--- config.mk ---
export PLATFORM = sky130hd
export DESIGN_NAME = cop_xfer_seq
export DESIGN_NICKNAME = d
export VERILOG_FILES = /design/src/rtl/cop_xfer_pkg.sv /design/src/rtl/cop_xfer_dp.sv /design/src/rtl/cop_xfer_ctrl.sv /design/src/rtl/cop_xfer_seq.sv
export SDC_FILE = /design/constraint.sdc
export NUM_CORES = 1
export LEC_CHECK = 0
export BUFFER_PORTS_ARGS = -buffer_cell sky130_fd_sc_hd__buf_2
export CAP_MARGIN = 25
export CORE_AREA = 2 2 119 121
export DETAILED_ROUTE_END_ITERATION = 16
export DIE_AREA = 0 0 121 123
export PLACE_DENSITY = 0.86
export SKIP_LAST_GASP = 1
export SLEW_MARGIN = 10
export SYNTH_ARGS = -nofsm -noshare
export SYNTH_HDL_FRONTEND = slang
export SYNTH_SLANG_ARGS = --single-unit
--- constraint.sdc ---
create_clock -name clk -period 2.41 [get_ports clk]
set_clock_uncertainty 0.05 [all_clocks]
set_input_delay 0.482 -clock clk [delete_from_list [all_inputs] [get_ports clk]]
set_output_delay 0.482 -clock clk [all_outputs]
set_load 0.02 [all_outputs]
--- src/rtl/cop_xfer_pkg.sv ---
package cop_xfer_pkg;

  typedef enum logic [2:0] {
    PH_NONE  = 3'd0,
    PH_FIRST = 3'd1,
    PH_BUSY  = 3'd2,
    PH_INTR  = 3'd3,
    PH_XFER  = 3'd4,
    PH_DATA  = 3'd5
  } phase_e;

  localparam logic [2:0] RP_ACCEPT = 3'd0;
  localparam logic [2:0] RP_BUSY   = 3'd1;
  localparam logic [2:0] RP_CANT   = 3'd2;
  localparam logic [2:0] RP_INC    = 3'd3;

  localparam logic [2:0] OP_LOAD      = 3'd0;
  localparam logic [2:0] OP_STORE     = 3'd1;
  localparam logic [2:0] OP_MOVE_TO   = 3'd2;
  localparam logic [2:0] OP_MOVE_FROM = 3'd3;
  localparam logic [2:0] OP_DATA_OP   = 3'd4;

  localparam logic [1:0] CAUSE_NONE  = 2'd0;
  localparam logic [1:0] CAUSE_RESET = 2'd1;
  localparam logic [1:0] CAUSE_FIQ   = 2'd2;
  localparam logic [1:0] CAUSE_IRQ   = 2'd3;

  typedef struct packed {
    logic latchInstr;
    logic incAddr;
    logic takeResult;
    logic takeRefused;
  } dpCtl_t;

endpackage

--- src/rtl/cop_xfer_dp.sv ---
module cop_xfer_dp
  import cop_xfer_pkg::*;
#(
  parameter int NUM_CP          = 16,
  parameter int ADDR_W          = 32,
  parameter int DATA_W          = 32,
  parameter int FLAG_W          = 4,
  parameter int ADDR_LIMIT_BITS = 26,
  parameter int VEC_BYTES       = 32
) (
  input  logic                      clk,
  input  logic                      rstN,
  input  dpCtl_t                    ctl,
  input  logic [2:0]                opKind,
  input  logic [$clog2(NUM_CP)-1:0] copNum,
  input  logic                      wbBit,
  input  logic [ADDR_W-1:0]         startAddr,
  input  logic [DATA_W-1:0]         moveSrc,
  input  logic [NUM_CP-1:0]         accessMask,
  input  logic [FLAG_W-1:0]         flagsIn,
  input  logic [DATA_W-1:0]         cpRdata,
  input  logic [DATA_W-1:0]         memRdata,
  output logic                      permOk,
  output logic                      addrExc,
  output logic [2:0]                opR,
  output logic                      wbR,
  output logic [$clog2(NUM_CP)-1:0] cpSel,
  output logic [ADDR_W-3:0]         memAddr,
  output logic [DATA_W-1:0]         cpWdata,
  output logic [DATA_W-1:0]         memWdata,
  output logic [DATA_W-1:0]         moveResult
);

  localparam int CPN_W   = $clog2(NUM_CP);
  localparam int WA_W    = ADDR_W - 2;
  localparam int RES_PAD = DATA_W - FLAG_W;

  logic [CPN_W-1:0]  copR;
  logic [WA_W-1:0]   wordAddr;
  logic [DATA_W-1:0] moveSrcR;
  logic [DATA_W-1:0] resultR;
  logic              hiBits;
  logic              isLdStIn;
  logic              inVector;

  // Address checks on the raw instruction fields, used in the start cycle.
  generate
    if (ADDR_LIMIT_BITS < ADDR_W) begin : g_limit
      assign hiBits = |startAddr[ADDR_W-1:ADDR_LIMIT_BITS];
    end else begin : g_nolimit
      assign hiBits = 1'b0;
    end
  endgenerate

  assign isLdStIn = (opKind == OP_LOAD) || (opKind == OP_STORE);
  assign inVector = (opKind == OP_STORE) && (startAddr < ADDR_W'(VEC_BYTES));
  assign addrExc  = isLdStIn && (hiBits || inVector);
  assign permOk   = accessMask[copNum];

  always_ff @(posedge clk) begin
    if (!rstN) begin
      opR      <= OP_DATA_OP;
      wbR      <= 1'b0;
      copR     <= '0;
      wordAddr <= '0;
      moveSrcR <= '0;
      resultR  <= '0;
    end else begin
      if (ctl.latchInstr) begin
        opR      <= opKind;
        wbR      <= wbBit;
        copR     <= copNum;
        wordAddr <= startAddr[ADDR_W-1:2];
        moveSrcR <= moveSrc;
      end else if (ctl.incAddr) begin
        wordAddr <= wordAddr + WA_W'(1);
      end
      if (ctl.takeResult) begin
        resultR <= cpRdata;
      end else if (ctl.takeRefused) begin
        resultR <= {flagsIn, {RES_PAD{1'b0}}};
      end
    end
  end

  assign cpSel      = copR;
  assign memAddr    = wordAddr;
  assign cpWdata    = (opR == OP_LOAD) ? memRdata : moveSrcR;
  assign memWdata   = cpRdata;
  assign moveResult = resultR;


  addr_step_chk: assert property (@(posedge clk) disable iff (!rstN)
    ctl.incAddr |=> (memAddr == $past(memAddr) + WA_W'(1)));

endmodule

--- src/rtl/cop_xfer_ctrl.sv ---
module cop_xfer_ctrl
  import cop_xfer_pkg::*;
(
  input  logic       clk,
  input  logic       rstN,
  input  logic       start,
  input  logic       permOk,
  input  logic       addrExc,
  input  logic [2:0] opR,
  input  logic       wbR,
  input  logic [2:0] cpReply,
  input  logic       resetReq,
  input  logic       fiqReq,
  input  logic       fiqMask,
  input  logic       irqReq,
  input  logic       irqMask,
  output phase_e     phase,
  output logic       memReq,
  output logic       memWrite,
  output logic       wbStrobe,
  output logic       busy,
  output logic       done,
  output logic       undefInstr,
  output logic       abortOut,
  output logic       interrupted,
  output logic [1:0] intCause,
  output dpCtl_t     ctl
);

  typedef enum logic [2:0] {
    ST_IDLE, ST_ASK, ST_WAIT, ST_POLL, ST_INTR, ST_XFER, ST_LDATA, ST_SDATA
  } state_e;

  state_e     state, nxt;
  logic       finR;
  logic       finNext;
  logic       setUndef, setAbort, setIntr;
  logic       isLoad, isStore, isLdSt, isMoveFrom;
  logic [1:0] causeNow;
  logic       intPending;
  logic       undefR, abortR, intrR;
  logic [1:0] causeR;
  logic       idleStart;

  assign isLoad     = (opR == OP_LOAD);
  assign isStore    = (opR == OP_STORE);
  assign isLdSt     = isLoad || isStore;
  assign isMoveFrom = (opR == OP_MOVE_FROM);
  assign idleStart  = (state == ST_IDLE) && !finR && start;

  // Interrupt priority: reset, then unmasked fast, then unmasked normal.
  always_comb begin
    if (resetReq)                causeNow = CAUSE_RESET;
    else if (fiqReq && !fiqMask) causeNow = CAUSE_FIQ;
    else if (irqReq && !irqMask) causeNow = CAUSE_IRQ;
    else                         causeNow = CAUSE_NONE;
  end
  assign intPending = (causeNow != CAUSE_NONE);

  always_comb begin
    nxt      = state;
    finNext  = 1'b0;
    phase    = PH_NONE;
    memReq   = 1'b0;
    memWrite = 1'b0;
    wbStrobe = 1'b0;
    setUndef = 1'b0;
    setAbort = 1'b0;
    setIntr  = 1'b0;
    ctl      = '0;
    case (state)
      ST_IDLE: begin
        if (idleStart) begin
          ctl.latchInstr = 1'b1;
          if (!permOk) begin
            setUndef = 1'b1;
            finNext  = 1'b1;
          end else if (addrExc) begin
            setAbort = 1'b1;
            finNext  = 1'b1;
          end else begin
            nxt = ST_ASK;
          end
        end
      end
      ST_ASK, ST_POLL: begin
        phase = (state == ST_ASK) ? PH_FIRST : PH_BUSY;
        if (cpReply == RP_BUSY) begin
          nxt = ST_WAIT;
        end else if (cpReply == RP_CANT) begin
          nxt             = ST_IDLE;
          finNext         = 1'b1;
          setAbort        = isLdSt;
          setUndef        = !isLdSt;
          ctl.takeRefused = isMoveFrom;
        end else if (isLoad) begin
          nxt = ST_XFER;
        end else if (isStore) begin
          nxt      = ST_SDATA;
          wbStrobe = wbR;
        end else begin
          nxt            = ST_IDLE;
          finNext        = 1'b1;
          ctl.takeResult = isMoveFrom;
        end
      end
      ST_WAIT: begin
        nxt = intPending ? ST_INTR : ST_POLL;
      end
      ST_INTR: begin
        phase   = PH_INTR;
        nxt     = ST_IDLE;
        finNext = 1'b1;
        setIntr = 1'b1;
      end
      ST_XFER: begin
        phase    = PH_XFER;
        wbStrobe = wbR;
        nxt      = ST_LDATA;
      end
      ST_LDATA, ST_SDATA: begin
        phase    = PH_DATA;
        memReq   = 1'b1;
        memWrite = (state == ST_SDATA);
        if (cpReply == RP_INC) begin
          ctl.incAddr = 1'b1;
        end else begin
          nxt     = ST_IDLE;
          finNext = 1'b1;
        end
      end
      default: nxt = ST_IDLE;
    endcase
  end

  always_ff @(posedge clk) begin
    if (!rstN) begin
      state  <= ST_IDLE;
      finR   <= 1'b0;
      undefR <= 1'b0;
      abortR <= 1'b0;
      intrR  <= 1'b0;
      causeR <= CAUSE_NONE;
    end else begin
      state <= nxt;
      finR  <= finNext;
      if (idleStart) begin
        undefR <= 1'b0;
        abortR <= 1'b0;
        intrR  <= 1'b0;
        causeR <= CAUSE_NONE;
      end
      if (setUndef) undefR <= 1'b1;
      if (setAbort) abortR <= 1'b1;
      if (setIntr)  intrR  <= 1'b1;
      if (state == ST_WAIT && intPending) causeR <= causeNow;
    end
  end

  assign busy        = (state != ST_IDLE) || finR;
  assign done        = finR;
  assign undefInstr  = undefR;
  assign abortOut    = abortR;
  assign interrupted = intrR;
  assign intCause    = causeR;


  deny_chk: assert property (@(posedge clk) disable iff (!rstN)
    (idleStart && !permOk) |=> (done && undefInstr && phase == PH_NONE));


  busy_idle_chk: assert property (@(posedge clk) disable iff (!rstN)
    ((phase == PH_FIRST || phase == PH_BUSY) && cpReply == RP_BUSY)
      |=> (phase == PH_NONE && !done));


  intr_end_chk: assert property (@(posedge clk) disable iff (!rstN)
    (phase == PH_INTR) |=> (done && interrupted && !undefInstr && !abortOut));


  mem_phase_chk: assert property (@(posedge clk) disable iff (!rstN)
    memReq |-> (phase == PH_DATA));


  wb_chk: assert property (@(posedge clk) disable iff (!rstN)
    wbStrobe |=> (phase == PH_DATA));

endmodule

--- src/rtl/cop_xfer_seq.sv ---
module cop_xfer_seq
  import cop_xfer_pkg::*;
#(
  parameter int NUM_CP          = 16,
  parameter int ADDR_W          = 32,
  parameter int DATA_W          = 32,
  parameter int FLAG_W          = 4,
  parameter int ADDR_LIMIT_BITS = 26,
  parameter int VEC_BYTES       = 32,
  localparam int CPN_W          = $clog2(NUM_CP)
) (
  input  logic              clk,
  input  logic              rstN,
  input  logic              start,
  input  logic [2:0]        opKind,
  input  logic [CPN_W-1:0]  copNum,
  input  logic              wbBit,
  input  logic [ADDR_W-1:0] startAddr,
  input  logic [DATA_W-1:0] moveSrc,
  input  logic [NUM_CP-1:0] accessMask,
  input  logic [FLAG_W-1:0] flagsIn,
  input  logic              resetReq,
  input  logic              fiqReq,
  input  logic              fiqMask,
  input  logic              irqReq,
  input  logic              irqMask,
  output logic [2:0]        cpPhase,
  output logic [CPN_W-1:0]  cpSel,
  output logic [DATA_W-1:0] cpWdata,
  input  logic [2:0]        cpReply,
  input  logic [DATA_W-1:0] cpRdata,
  output logic              memReq,
  output logic              memWrite,
  output logic [ADDR_W-3:0] memAddr,
  output logic [DATA_W-1:0] memWdata,
  input  logic [DATA_W-1:0] memRdata,
  output logic              busy,
  output logic              done,
  output logic              undefInstr,
  output logic              abortOut,
  output logic              interrupted,
  output logic [1:0]        intCause,
  output logic              wbStrobe,
  output logic [DATA_W-1:0] moveResult
);

  dpCtl_t     ctl;
  phase_e     phase;
  logic       permOk;
  logic       addrExc;
  logic [2:0] opR;
  logic       wbR;

  cop_xfer_ctrl u_ctrl (
    .clk        (clk),
    .rstN       (rstN),
    .start      (start),
    .permOk     (permOk),
    .addrExc    (addrExc),
    .opR        (opR),
    .wbR        (wbR),
    .cpReply    (cpReply),
    .resetReq   (resetReq),
    .fiqReq     (fiqReq),
    .fiqMask    (fiqMask),
    .irqReq     (irqReq),
    .irqMask    (irqMask),
    .phase      (phase),
    .memReq     (memReq),
    .memWrite   (memWrite),
    .wbStrobe   (wbStrobe),
    .busy       (busy),
    .done       (done),
    .undefInstr (undefInstr),
    .abortOut   (abortOut),
    .interrupted(interrupted),
    .intCause   (intCause),
    .ctl        (ctl)
  );

  cop_xfer_dp #(
    .NUM_CP         (NUM_CP),
    .ADDR_W         (ADDR_W),
    .DATA_W         (DATA_W),
    .FLAG_W         (FLAG_W),
    .ADDR_LIMIT_BITS(ADDR_LIMIT_BITS),
    .VEC_BYTES      (VEC_BYTES)
  ) u_dp (
    .clk       (clk),
    .rstN      (rstN),
    .ctl       (ctl),
    .opKind    (opKind),
    .copNum    (copNum),
    .wbBit     (wbBit),
    .startAddr (startAddr),
    .moveSrc   (moveSrc),
    .accessMask(accessMask),
    .flagsIn   (flagsIn),
    .cpRdata   (cpRdata),
    .memRdata  (memRdata),
    .permOk    (permOk),
    .addrExc   (addrExc),
    .opR       (opR),
    .wbR       (wbR),
    .cpSel     (cpSel),
    .memAddr   (memAddr),
    .cpWdata   (cpWdata),
    .memWdata  (memWdata),
    .moveResult(moveResult)
  );

  assign cpPhase = phase;

endmodule

# Yosys cells after proc, flatten, opt, wreduce, memory -nomap -nowiden
# Index checks and enable logic that the tools add are counted.
# word_totals
ff_bits,111
inputBits,167
out_inout_bits,143
# classes
add_sub_neg,1
magnitude_cmp,2
eq_ne,17
n_mux,65
reduce_logical,30
# op_table
cell,count
$mux W32,3
$mux W30,2
$mux W1,36
$lt A32 B6 Y1 const B,1
$add A30 B1 Y30 const B,1
$mux W3,9
$pmux W3 S6,1
$mux W2,8
$eq A3 B2 Y1 const B,5
$reduce_bool A2 Y1,7
$eq A3 B1 Y1 const B,4
$eq A3 B3 Y1 const B,4
$pmux W3 S4,1
$logic_not A3 Y1,3
$logic_and A1 B1 Y1,7
$pmux W1 S2,3
$reduce_or A6 Y1,1
$lt A4 B5 Y1 const B,1
$bmux W1 S4,1
$logic_not A1 Y1,4
$logic_or A1 B1 Y1,4
$ne A2 B1 Y1 const B,2
$ne A2 B2 Y1 const B,2
$pmux W1 S4,1
3 further kinds,4

# Logic depth before layout (Yosys ltp)
# logic_depth
depth_word,9
depth_mapped,8
depth_no_buf,6

# Modules after synthesis
# From an unflattened synthesis, not the netlist that was laid out.
# unflattened
hier_cells,675
hier_area_um2,5948.2
# by_module_without_submodules
mod,n_inst,cells_each,area_each_um2
cop_xfer_dp,1,597,5293.8
cop_xfer_ctrl,1,78,654.4

# Worst setup path before layout
# OpenSTA, ideal clock, no wires.
# synth_timing
kind,in2out
from,in cpReply[1]
to,out wbStrobe
arrival_time_ns,1.702
required_ns,1.878
setup_slack_ns,0.176
cell_stages,5
cell_sequence,or3b_2 > clkbuf_1 > clkbuf_1 > nand4_1 > a21boi_0
# synth_between
elab_chain_len,4
elab_cells_between_ends,5
cone_classes,2 x eq/ne; 3 x mux
# synth_lines
item,line,rtl
"start, declared",cop_xfer_seq.sv:30,"input logic [2:0] cpReply,"
$eq A3 B2 Y1,cop_xfer_ctrl.sv:90,end else if (cpReply == RP_CANT) begin
$mux W1,cop_xfer_ctrl.sv:90,
$mux W1 *,cop_xfer_ctrl.sv:88,if (cpReply == RP_BUSY) begin
$pmux W1 S2 *,cop_xfer_ctrl.sv:71,case (state)
"end, declared",cop_xfer_seq.sv:43,"output logic wbStrobe,"
# Mark *: on every way between the ends. The rest lies on a longest branch, timed or not.

# Final worst setup path
# layout_timing
from,reg u_dp.opR[2]
to,out cpWdata[31]
# layout_between
elab_chain_len,2
# layout_lines
item,line,rtl
"start, declared",cop_xfer_dp.sv:25,"output logic [2:0] opR,"
"start signal, assigned",cop_xfer_dp.sv:70,opR <= opKind;
$logic_not A3 Y1,cop_xfer_dp.sv:88,assign cpWdata = (opR == OP_LOAD) ? memRdata : moveSrcR;
$mux W32,cop_xfer_dp.sv:88,
"end, declared",cop_xfer_seq.sv:29,"output logic [DATA_W-1:0] cpWdata,"
# No other way between the ends.

==> results_dict.tcl <==
set metrics [dict create \
    drt-wirelength-per-cell_um 16.0 \
    rrSetupSlack_ns 0.16 \
    drive_above_1_share_pct 40.6 \
    end_kind "output pin" \
    coreArea_um2 13600 \
    fillCellCount 1238 \
    grt_pass1_vias 5614 \
    yosysSeqAreaShare_pct 38.3 \
    die_area_um2 14900 \
    cts_tree "built" \
    grt_max_degree 54 \
    leakage_nw 3.44 \
    via_count 6286 \
    areaGrowthSynthToFinish_pct 31.7 \
    globalplace.congestion 0.919 \
    gr-total-overflow 0 \
    postLayoutCellArea_um2 7640 \
    syn_area_um2 5800 \
    synth_area_per_cell_um2 8.07 \
    hold_buffers 0 \
    start_util_pct 42.6 \
    drv_cap 0 \
    p_sw_share_pct 32.3 \
    final.setup.tns_ns 0 \
    synth_nets 887 \
    multi_input_area_um2 3080 \
    ff_latch_area_um2 2220 \
    synth_common_cells "nand2_1 (139), dfxtp_1 (111), a21oi_1 (92), nand3_1 (40)" \
    crit_type "register to output pin" \
    clock_latency_ns 0.35 \
    die-height_um 123 \
    synth_most_common_cell "nand2_1" \
    timing.final.crit_share_pct 95.4 \
    viasPerCell 5.40 \
    outcome "complete, no violations" \
    rsz0062_at_grt "no" \
    synth_top_cell_by_area "dfxtp_1" \
    ctsRootBufferMaster "clkbuf_16" \
    hpwl_mm 14.0 \
    cellPowerDensity_nw_per_um2 673 \
    placed_area_um2 7300 \
    cts_sinks 111 \
    drc_errors 0 \
    pre_cts_ws_ns 0.176 \
    slew_headroom_pct 59.1 \
    hold_path_class "primary input to register" \
    grt_usage_pct 23.8 \
    synth_ff_type "dfxtp_1" \
    drtPass1Iterations 5 \
    io_pins 310 \
    cts_made_buffers 9 \
    fmax_ghz 0.435 \
    htreeDepth 3 \
    ys_types 69 \
    ant_nets 0 \
    pwr-share-seq_pct 41.2 \
    synth_top_area_share_pct 38.3 \
    portBuffers 307 \
    cp.arrival_ns 1.77 \
    ys_warn_count 0 \
    finalMaxSlewViolations 0 \
    syn_inst 719 \
    synth_enable_flop_cells 0 \
    rows 43 \
    fp.dieW_um 121 \
    fin_ws_ns 0.111 \
    grt_pass1_wl_mm 27.9 \
    async_reset_ff_share_pct 0 \
    ys_ff_latch 111 \
    ctsResizeCount 0 \
    netlist_top_cells_area "dfxtp_1 (38%), nand2_1 (9.0%), a21oi_1 (7.9%)" \
    nets 1145 \
    finalSetupViolCount 0 \
    vdd_drop_max_v 0.000413 \
    drt-total-wl_mm 18.6 \
    clkPwrFrac_pct 31.8 \
    start_kind "register" \
    path_clk_slew_ns 0.07 \
    cts_buffer_depth 2 \
    worst_pin_slew_ns 0.611 \
    fin_crit_ns 2.30 \
    postCtsSetupRepairBufs 0 \
    antenna_found_initial 2 \
    p_int_w 0.00348 \
    crit_fanout 32 \
    p_switching_w 0.00166 \
    finalHoldViolCount 0 \
    combPwrFrac_pct 26.9 \
    cp_data_required_time_ns 1.88 \
    drt_iter0_drc 384 \
]
## final timing paths
kind / from / end / cells after the start
worst max-delay path: u_dp.opR[2] / cpWdata[31] / 4
worst max register to register: u_dp.memAddr[0] / u_dp.memAddr[26] / 6
worst min register to register: u_dp.moveResult[20] / u_dp.moveResult[20] / 2
worst min-delay path: resetReq / u_ctrl.intCause[1] / 2
## routing by layer
| layer | up-vias | global-route usage, % | share of wire (%) |
|---|---|---|---|
| met5 | - | 0 | 0.070 |
| met4 | 2 | 9.52 | 2.4 |
| met3 | 36 | 4.89 | 7.4 |
| met2 | 287 | 41.8 | 50 |
| met1 | 2903 | 28.5 | 40 |
| li1 | 3058 | - | - |
## layout by cell type, fill, tap and decap left out, types with 8 or more instances in the layout
cell type,netlist,routed
clkbuf_16,0,9
nand3_1,40,40
nor3_1,9,8
buf_4,33,19
nor2_1,28,27
a21oi_1,92,92
buf_2,10,307
nand4_1,12,12
o21ai_0,21,21
nand2_1,139,138
dfxtp_1,111,111
mux2_2,33,33
a31oi_1,10,10
nor4_1,8,8
## final cells by class
| type | instances | share of cell area, % |
|---|---|---|
| Clock inverter | 6 | 1.23 |
| Tap cell | 180 | 2.95 |
| Inverter | 9 | 0.459 |
| Antenna cell | 1 | 0.0328 |
| Sequential cell | 111 | 29.1 |
| Clock buffer | 10 | 3.13 |
| Multi-Input combinational cell | 517 | 40.4 |
| Timing Repair Buffer | 329 | 22.8 |
## cell families (layout without fill, tap and decap cells)
family,after synthesis,count (layout),synth area share (%)
compound gates,173,173,18.0
xor+xnor,11,11,1.66
fa+ha+maj,1,1,0.216
buf+inv,91,354,8.84
flops,111,111,38.3
mux,39,39,7.87
other cells,0,1,0
simple gates,293,293,25.1
## registers in the layout (all words and copies together), names as in the netlist, 2 cells and up
name	cells
u_ctrl.state	3
u_ctrl.intCause	2
u_dp.cpSel	4
u_dp.moveSrcR	32
u_dp.opR	3
u_dp.memAddr	30
u_dp.moveResult	32
## power by group through the flow
stage               Combinational (W)  Sequential, W  Clock (W)
global route                  0.00150        0.00214    0.00175
floorplan                    0.000829        0.00221          0
detailed placement            0.00138        0.00216          0
global placement              0.00135        0.00215          0
finish                        0.00138        0.00212    0.00164
CTS                           0.00139        0.00211    0.00168
## stage by stage
step           util [%]  total power (W)  hold slack [ns]  cells
6_report           56.1          0.00514            0.306   1163
2_1_floorplan         -          0.00304            0.382    719
4_1_cts            56.1          0.00518            0.282   1162
3_5_place_dp       53.7          0.00354            0.392   1146
5_1_grt            56.1          0.00538            0.303   1163
3_3_place_gp       53.7          0.00350            0.386   1146
## worst max-delay path, cell delays in order (launching register included)
cell and delay (ns):
dfxtp_1 0.37, nor3_2 0.26, buf_12 0.24, mux2_2 0.37
buf_2 0.16
(Power assumes the default switching activity.)
